[src/rtl/bridge_cfg_pkg.sv]
package bridge_cfg_pkg;

  localparam int CFG_DEPTH = 256;
  localparam int OFF_W     = $clog2(CFG_DEPTH);
  localparam logic [OFF_W-1:0] SEC_BUS_OFF = 8'h19;

  typedef enum logic {
    BRG_PLAIN = 1'b0,
    BRG_GFX   = 1'b1
  } brgVariant_e;

  // strobes from control to datapath
  typedef struct packed {
    logic             wrEn;    // function-0 write
    logic             rdEn;    // function-0 read
    logic             rdNull;  // read of an absent function
    logic [OFF_W-1:0] offset;
    logic [7:0]       data;
  } cfgStrobe_t;

  function automatic logic isReadOnly(input logic [OFF_W-1:0] off);
    case (off) inside
      [8'h00:8'h03], [8'h06:8'h0B], 8'h0E, 8'h1E, 8'h1F,
      8'h34, 8'h3D, 8'h67, [8'hDC:8'hE3]: return 1'b1;
      default: return 1'b0;
    endcase
  endfunction

  function automatic logic [7:0] writeMask(input logic [OFF_W-1:0] off);
    case (off)
      8'h04: return 8'h67;
      8'h05: return 8'h03;
      8'h1C, 8'h1D, 8'h20, 8'h22, 8'h24, 8'h26: return 8'hF0;
      8'h3E: return 8'hEF;
      8'h3F: return 8'h0F;
      8'h40: return 8'h32;
      8'h41: return 8'h07;
      8'h43: return 8'h03;
      8'h64: return 8'h7E;
      8'h69: return 8'h3F;
      default: return 8'hFF;
    endcase
  endfunction

  function automatic logic [7:0] resetByte(input logic [OFF_W-1:0] off,
                                           input logic [31:0] idWord,
                                           input brgVariant_e variant);
    logic [7:0] val;
    val = 8'h00;
    case (off)
      8'h00: val = idWord[23:16];
      8'h01: val = idWord[31:24];
      8'h02: val = idWord[7:0];
      8'h03: val = idWord[15:8];
      8'h0A: val = 8'h04;
      8'h0B: val = 8'h06;
      8'h0E: val = 8'h01;
      8'h1F: val = 8'h02;
      default: val = 8'h00;
    endcase
    if (variant == BRG_PLAIN) begin
      case (off)
        8'h06, 8'h1E: val = 8'h80;
        8'h07, 8'h43: val = 8'h02;
        8'h1C, 8'h1D, 8'h24, 8'h26, 8'hDC, 8'hDE: val = 8'h01;
        8'h34: val = 8'hDC;
        default: ;
      endcase
    end else begin
      case (off)
        8'h1C, 8'h20, 8'h24: val = 8'hF0;
        8'h1E: val = 8'hA0;
        8'h21, 8'h25: val = 8'hFF;
        default: ;
      endcase
    end
    return val;
  endfunction

endpackage

[src/rtl/bridge_cfg_ctrl.sv]
module bridge_cfg_ctrl
  import bridge_cfg_pkg::*;
#(
  parameter int FUNC_W = 3,
  parameter logic [7:0] BRIDGE_INDEX = 8'd1
) (
  input  logic               clk,
  input  logic               rstN,
  input  logic [FUNC_W-1:0]  funcNum,
  input  logic [OFF_W-1:0]   regOffset,
  input  logic [7:0]         wrData,
  input  logic               wrStb,
  input  logic               rdStb,
  input  logic [7:0]         secBusNow,
  output cfgStrobe_t         strb,
  output logic               busUnmapStb,
  output logic [7:0]         busUnmapNum,
  output logic               busMapStb,
  output logic [7:0]         busMapNum,
  output logic [7:0]         busMapIdx
);

  logic funcOk;
  logic secBusWrite;

  assign funcOk = (funcNum == '0);

  always_comb begin
    strb.wrEn   = wrStb && funcOk;
    strb.rdEn   = rdStb && funcOk;
    strb.rdNull = rdStb && !funcOk;
    strb.offset = regOffset;
    strb.data   = wrData;
  end

  assign secBusWrite = strb.wrEn && (regOffset == SEC_BUS_OFF);

  always_comb begin
    busUnmapStb = secBusWrite && (secBusNow != 8'h00);
    busUnmapNum = secBusNow;
    busMapStb   = secBusWrite && (wrData != 8'h00);
    busMapNum   = wrData;
    busMapIdx   = BRIDGE_INDEX;
  end

  AST_UNMAP_NONZERO: assert property (@(posedge clk) disable iff (!rstN)
    busUnmapStb |-> busUnmapNum != 8'h00);
  AST_MAP_NONZERO: assert property (@(posedge clk) disable iff (!rstN)
    busMapStb |-> busMapNum != 8'h00);
  AST_SECBUS_STORED: assert property (@(posedge clk) disable iff (!rstN)
    secBusWrite |=> secBusNow == $past(wrData));
  AST_MAP_TRACKS_BUS: assert property (@(posedge clk) disable iff (!rstN)
    busMapStb |=> secBusNow == $past(busMapNum));

endmodule

[src/rtl/bridge_cfg_regs.sv]
module bridge_cfg_regs
  import bridge_cfg_pkg::*;
#(
  parameter logic [31:0] ID_WORD = 32'hA5C3_1E7B,
  parameter brgVariant_e VARIANT = BRG_PLAIN
) (
  input  logic       clk,
  input  logic       rstN,
  input  cfgStrobe_t strb,
  output logic [7:0] rdData,
  output logic       rdValid,
  output logic [7:0] secBusNow
);

  logic [7:0] cfgMem [CFG_DEPTH];

  always_ff @(posedge clk) begin
    if (!rstN) begin
      for (int i = 0; i < CFG_DEPTH; i++)
        cfgMem[i] <= resetByte(OFF_W'(i), ID_WORD, VARIANT);
    end else if (strb.wrEn && !isReadOnly(strb.offset)) begin
      cfgMem[strb.offset] <= strb.data & writeMask(strb.offset);
    end
  end

  always_ff @(posedge clk) begin
    if (!rstN) begin
      rdValid <= 1'b0;
      rdData  <= 8'h00;
    end else begin
      rdValid <= strb.rdEn || strb.rdNull;
      if (strb.rdEn)        rdData <= cfgMem[strb.offset];
      else if (strb.rdNull) rdData <= 8'hFF;
    end
  end

  assign secBusNow = cfgMem[SEC_BUS_OFF];

  AST_RO_CAP_PTR: assert property (@(posedge clk) disable iff (!rstN)
    (strb.wrEn && strb.offset == 8'h34) |=> $stable(cfgMem[8'h34]));
  AST_CMD_MASK: assert property (@(posedge clk) disable iff (!rstN)
    (strb.wrEn && strb.offset == 8'h04) |=> (cfgMem[8'h04] & 8'h98) == 8'h00);
  AST_RD_ONE_SOURCE: assert property (@(posedge clk) disable iff (!rstN)
    !(strb.rdEn && strb.rdNull));

endmodule

[src/rtl/bridge_cfg_top.sv]
module bridge_cfg_top
  import bridge_cfg_pkg::*;
#(
  parameter int          FUNC_W       = 3,
  parameter logic [31:0] ID_WORD      = 32'hA5C3_1E7B,
  parameter brgVariant_e VARIANT      = BRG_PLAIN,
  parameter logic [7:0]  BRIDGE_INDEX = 8'd1
) (
  input  logic              clk,
  input  logic              rstN,
  input  logic [FUNC_W-1:0] funcNum,
  input  logic [7:0]        regOffset,
  input  logic [7:0]        wrData,
  input  logic              wrStb,
  input  logic              rdStb,
  output logic [7:0]        rdData,
  output logic              rdValid,
  output logic              busUnmapStb,
  output logic [7:0]        busUnmapNum,
  output logic              busMapStb,
  output logic [7:0]        busMapNum,
  output logic [7:0]        busMapIdx
);

  cfgStrobe_t strb;
  logic [7:0] secBusNow;

  bridge_cfg_ctrl #(.FUNC_W(FUNC_W), .BRIDGE_INDEX(BRIDGE_INDEX)) u_ctrl (
    .clk(clk), .rstN(rstN), .funcNum(funcNum), .regOffset(regOffset),
    .wrData(wrData), .wrStb(wrStb), .rdStb(rdStb), .secBusNow(secBusNow),
    .strb(strb), .busUnmapStb(busUnmapStb), .busUnmapNum(busUnmapNum),
    .busMapStb(busMapStb), .busMapNum(busMapNum), .busMapIdx(busMapIdx)
  );

  bridge_cfg_regs #(.ID_WORD(ID_WORD), .VARIANT(VARIANT)) u_regs (
    .clk(clk), .rstN(rstN), .strb(strb),
    .rdData(rdData), .rdValid(rdValid), .secBusNow(secBusNow)
  );

  AST_ABSENT_FUNC_FF: assert property (@(posedge clk) disable iff (!rstN)
    (rdStb && funcNum != '0) |=> (rdValid && rdData == 8'hFF));
  AST_RD_LATENCY: assert property (@(posedge clk) disable iff (!rstN)
    !rdStb |=> !rdValid);

endmodule

[config.mk]
export PLATFORM = sky130hd
export DESIGN_NAME = bridge_cfg_top
export DESIGN_NICKNAME = d
export VERILOG_FILES = /design/src/rtl/bridge_cfg_pkg.sv /design/src/rtl/bridge_cfg_ctrl.sv /design/src/rtl/bridge_cfg_regs.sv /design/src/rtl/bridge_cfg_top.sv
export SDC_FILE = /design/constraint.sdc
export NUM_CORES = 2
export LEC_CHECK = 0
export ABC_AREA = 1
export BUFFER_PORTS_ARGS = -buffer_cell sky130_fd_sc_hd__buf_2
export CORE_MARGIN = 2
export CORE_UTILIZATION = 40
export DETAILED_ROUTE_END_ITERATION = 6
export PLACE_DENSITY = 0.61
export SYNTH_ARGS = -nofsm -noshare
export SYNTH_HDL_FRONTEND = slang
export SYNTH_SLANG_ARGS = --single-unit
[constraint.sdc]
create_clock -name clk -period 3.65 [get_ports clk]
set_clock_uncertainty 0.15 [all_clocks]
set_input_delay 0.365 -clock clk [delete_from_list [all_inputs] [get_ports clk]]
set_output_delay 0.365 -clock clk [all_outputs]
set_load 0.01 [all_outputs]
After elaboration in Yosys (flattened, before gate mapping)
Memories as Yosys holds them, arrays and structs flattened.
Index checks and enable logic that the tools add are counted.
{"block": "word_totals", "reg_bits": 9, "mem_bits_rw": 2048, "out_inout_bits": 35, "wordCells": 78, "n_memories": 1}
{"name": "u_regs.cfgMem", "words": 256, "word_bits": 8, "read_ports": 2, "rd_ports_with_merged_regs": 0, "write_ports": 256, "line": "bridge_cfg_regs.sv:15", "source": "logic [7:0] cfgMem [CFG_DEPTH];"}
{"block": "op_classes", "magnitude_cmp": 6, "eq_ne": 22, "muxes": 25, "n_bitwise": 1, "n_reduce_logical": 21}
{"operator": "two-way mux 8 bit", "count": 17}
{"operator": "case mux 8 bit (9 select lines)", "count": 1}
{"operator": "equality test 8 x 6 -> 1 bit, second input constant", "count": 8}
{"operator": "equality test 8 x 7 -> 1 bit, second input constant", "count": 6}
{"operator": "equality test 8 x 5 -> 1 bit, second input constant", "count": 5}
{"operator": "equality test 8 x 3 -> 1 bit, second input constant", "count": 2}
{"operator": "nonzero test 8 bit", "count": 2}
{"operator": "logical AND 1 bit", "count": 10}
{"operator": "OR reduction 9 bit", "count": 1}
{"operator": "AND 8 bit", "count": 1}
{"operator": "equality test 8 x 4 -> 1 bit, second input constant", "count": 1}
{"operator": ">= comparator 8 x 1 -> 1 bit, second input constant", "count": 1}
{"operator": ">= comparator 8 x 3 -> 1 bit, second input constant", "count": 1}
{"operator": ">= comparator 8 bit, second input constant", "count": 1}
{"operator": "less-or-equal comparator 8 x 2 -> 1 bit, second input constant", "count": 1}
{"operator": "less-or-equal comparator 8 x 4 -> 1 bit, second input constant", "count": 1}
{"operator": "less-or-equal comparator 8 bit, second input constant", "count": 1}
{"operator": "OR reduction 8 bit", "count": 1}
{"operator": "two-way mux 1 bit", "count": 7}
{"operator": "OR reduction 6 bit", "count": 1}
{"operator": "zero test 3 bit", "count": 1}
{"operator": "zero test 1 bit", "count": 2}
{"operator": "nonzero test 2 bit", "count": 1}
{"operator": "OR reduction 2 bit", "count": 1}
{"operator": "logical OR 1 bit", "count": 1}

Depth between registers and ports, before layout
{"block": "logic_depth", "ltp_word": 12, "ltp_mapped": 18, "ltp_nobuf": 15}

Cells and area by module
From an unflattened synthesis, not the netlist that was laid out.
{"block": "hier_totals", "cells_unflattened": 9565, "hier_area_um2": 91372.6}
{"module": "bridge_cfg_regs", "n_inst": 1, "cells_per_inst": 9489, "area_each_um2": 90913.4}
{"module": "bridge_cfg_ctrl", "n_inst": 1, "cells_per_inst": 76, "area_each_um2": 459.2}

Worst setup path after synthesis
No wires, ideal clock.
{"block": "synth_timing", "path_kind": "in2reg", "start": "input port regOffset[1]", "end": "memory u_regs.cfgMem[118][0], enable pin", "arrival_time_ps": 2348, "t_required_ps": 3171, "slack_ps": 823, "cell_stages": 13, "n_path_buf": 4, "cell_sequence": "buf_2 inv_2 clkbuf_1 a21oi_1 o21ai_0 nand2_1 nor3_1 nand2_1 buf_2 nor4_4 buf_2 nand2_1 nand2_1"}
{"item": "start, declared", "line": "bridge_cfg_top.sv:12", "source": "input logic [7:0] regOffset,"}
{"item": "end, declared", "line": "bridge_cfg_regs.sv:15"}

Worst setup path in the final report
{"block": "layout_timing", "start": "input port regOffset[6]", "end": "output port busUnmapStb"}
{"block": "layout_via", "elab_chain_len": 3}
{"item": "equality test 8 x 5 -> 1 bit", "line": "bridge_cfg_ctrl.sv:36", "source": "assign secBusWrite = strb.wrEn && (regOffset == SEC_BUS_OFF);"}
{"item": "logical AND 1 bit", "line": "bridge_cfg_ctrl.sv:36"}
{"item": "logical AND 1 bit", "line": "bridge_cfg_ctrl.sv:39", "source": "busUnmapStb = secBusWrite && (secBusNow != 8'h00);"}
{"item": "end, declared", "line": "bridge_cfg_top.sv:18", "source": "output logic busUnmapStb,"}
No other way between the ends.

==> impl_metrics.env <==
export IMPL_grt_max_degree=140
export IMPL_wl_per_cell_microns=22.5
export IMPL_cp_common_cell="buf_2"
export IMPL_dr_pass1_iters=7
export IMPL_leakage_uw=0.0406
export IMPL_ir_worst_vdd_mv=0.469
export IMPL_netlist_instances=9217
export IMPL_regToRegStartpoint="u_regs.cfgMem[12][0]$_SDFFCE_PN0P_"
export IMPL_critPathTopFamily="buffers and inverters"
export IMPL_wl_microns=287000
export IMPL_cts_sinks=2057
export IMPL_status="complete, but fails checks"
export IMPL_worstRegToRegCells=12
export IMPL_gp_congestion=0.954
export IMPL_worst_setup_path_start_kind="primary input"
export IMPL_cts_buffers=209
export IMPL_grt_ovfl_total=0
export IMPL_min_path_cells=7
export IMPL_post_route_cells_drive_above_1_share=0.0851
export IMPL_fmax_mhz=284
export IMPL_tightestPinTransition_ps=1090
export IMPL_crit_required_ps=3130
export IMPL_worstSetupEndpointType="output pin"
export IMPL_portBuffers=49
export IMPL_multi_input_area_sq_um=26900
export IMPL_nets=9609
export IMPL_crit_slowest_cell="a21oi_1"
export IMPL_grtUsageTotal=0.245
export IMPL_critPathBufInv=4
export IMPL_rsz0062_at_grt="no"
export IMPL_yosys_top_cells_area="edfxtp_1, nand2_1, nor2_1, nand4_1, clkbuf_1"
export IMPL_route_detailed_drc=2
export IMPL_pwr_density_cell_nw_per_um2=507
export IMPL_synth_edf_count=2048
export IMPL_start_util=0.402
export IMPL_grt_pass1_wl_microns=422000
export IMPL_dpl_hpwl_microns=181000
export IMPL_min_period_ps=3520
export IMPL_async_reset_ff_frac=0
export IMPL_area_sequential_sq_um=61700
export IMPL_hp_class="primary input to flop"
export IMPL_first_global_vias=66000
export IMPL_relSlewSlack=0.268
export IMPL_cts_tree="done"
export IMPL_pre_cts_ws_ps=-20.4
export IMPL_synth_avg_cell_area_sq_um=9.80
export IMPL_antenna_left=0
export IMPL_ctsHtreeMaxLevel=4
export IMPL_syn_cell_area_sq_um=90400
export IMPL_synth_area_leader_cell="edfxtp_1"
export IMPL_critPathMaxFanout=4
export IMPL_ys_seq_area_frac=0.683
export IMPL_synth_common_cells="nand2_1, nor2_1, edfxtp_1"
export IMPL_die_area_sq_um=230000
export IMPL_clock_root_buffer="clkbuf_16"
export IMPL_fillers=20900
export IMPL_area_delta_synth_final_pct=15.5
export IMPL_clock_latency_ps=870
export IMPL_path_cells="dlygate4sd3_1 -> buf_2 -> nor2_4 -> nand2_1 -> inv_2 -> nand3_1 -> a21oi_1 -> buf_2"
export IMPL_core_area_sq_um=225000
export IMPL_vias=68300
export IMPL_min_to="u_regs.rdData[1]$_SDFFE_PN0P_"
export IMPL_violations="design-rule violations"
export IMPL_synth_top_area_frac=0.681
export IMPL_num_rows=174
export IMPL_setup_tns_ps=0
export IMPL_die_w_microns=479
export IMPL_final_setup_viol_count=0
export IMPL_clockBufferDepth=3
export IMPL_worst_ep_arrival_time_ps=3000
export IMPL_viasPerCell=5.36
export IMPL_yosysMostFrequentCell="nand2_1"
export IMPL_criticalPathCategory="primary input to output pin"
export IMPL_clkSlewWorstSetupHoldPaths_ps=60
export IMPL_maxSlewViolCount=0
export IMPL_grt_antenna_before_repair=12
export IMPL_die_y_microns=479
export IMPL_synth_cell_type_count=34
export IMPL_drv_cap=0
export IMPL_synth_warnings=0
export IMPL_synth_flop_cell="edfxtp_1"
export IMPL_synth_seq_cells=2057
export IMPL_fin_ws_ps=130
export IMPL_io_pins=58
export IMPL_cpPeakStageDelay_ps=590
export IMPL_post_route_period_util=0.964
export IMPL_reg2reg_to="u_regs.rdData[0]$_SDFFE_PN0P_"
export IMPL_hold_violations=0
export IMPL_regToRegSetupSlack_ps=980
export IMPL_detail_route_iter0_violations=8829
export IMPL_holdCritStartpoint="regOffset[7]"
## per-layer routing
layer / up-vias / GRT usage / wire length [microns]
met3: 616 / 0.0453 / 28000
met4: 2 / 0.108 / 13400
met1: 33200 / 0.330 / 113000
li1: 30900 / - / -
met2: 3531 / 0.388 / 133000
met5: - / 0 / 20
## sequential cells by signal, summed over array words and instances (netlist names)
signal and flops:
u_regs.rdValid 1, u_regs.cfgMem 2048, u_regs.rdData 8
## tightest hold or removal path: cells and delay by family
family,cells,cell delay [ps]
AND/OR/NAND/NOR,5,340
buffers and inverters,2,330
## where the power goes
group / switching [uW] / internal [uW]
clock network: 9340 / 11700
registers: 373 / 27200
logic: 3260 / 1060
## cells in the final DEF (no fill, tap or decap), types with 16 or more instances in the layout
cell | synthesis | routed
clkbuf_1 | 377 | 55
a22oi_1 | 20 | 20
nand2_1 | 3639 | 3636
nor2_1 | 2109 | 2099
inv_1 | 54 | 52
buf_12 | 0 | 116
clkinv_1 | 2 | 52
buf_2 | 135 | 46
clkbuf_16 | 0 | 211
edfxtp_1 | 2048 | 2048
nor2_4 | 4 | 16
nand3_1 | 104 | 104
buf_4 | 54 | 335
clkinv_2 | 0 | 28
conb_1 | 2 | 254
a21oi_1 | 148 | 148
nand4_1 | 250 | 250
o21ai_0 | 183 | 182
## final cells by class
type / instances / area share
Inverter: 71 / 0.00279
Multi-Input combinational cell: 6742 / 0.258
Clock inverter: 113 / 0.0103
Antenna cell: 7 / 0.000168
Sequential cell: 2057 / 0.591
Tap cell: 2992 / 0.0359
Timing Repair Buffer: 505 / 0.0494
Clock buffer: 267 / 0.0527
## worst max-delay path by stage
stage	from	endpoint	slack, ps	depth (start not counted)
floorplan	regOffset[1]	u_regs.cfgMem[118][0]$_SDFFCE_PN0P_	820	13
global placement	regOffset[1]	u_regs.rdData[0]$_SDFFE_PN0P_	-60	15
detailed placement	regOffset[1]	u_regs.rdData[0]$_SDFFE_PN0P_	-20	15
CTS	regOffset[6]	busUnmapStb	200	8
global route	regOffset[6]	busUnmapStb	160	8
finish	regOffset[6]	busUnmapStb	130	8
## cell families after synthesis
group,count (synthesis),synth area share
simple gates,6129,0.264
buf+inv,670,0.0320
other cells,2,0.0000831
flops,2057,0.683
compound gates,359,0.0209
## timing repair
item	4_1_cts	5_1_grt
hold endpoints to repair	13	0
buffers inserted	0	0
gates resized for setup	0	0
setup endpoints to repair	0	0
hold buffers	5	0
## metrics by stage
stage,instance area [sq um],util,power (uW),hold WS (ps),std cells
floorplan,91300,-,30300,411,9469
finish,104000,0.465,52900,81.4,12800
global placement,97700,0.435,32200,367,12400
global route,104000,0.465,54400,57.5,12800
detailed placement,97700,0.435,32300,364,12400
CTS,104000,0.465,53000,20.9,12700
No activity file was read; power rests on OpenSTA's default activity.
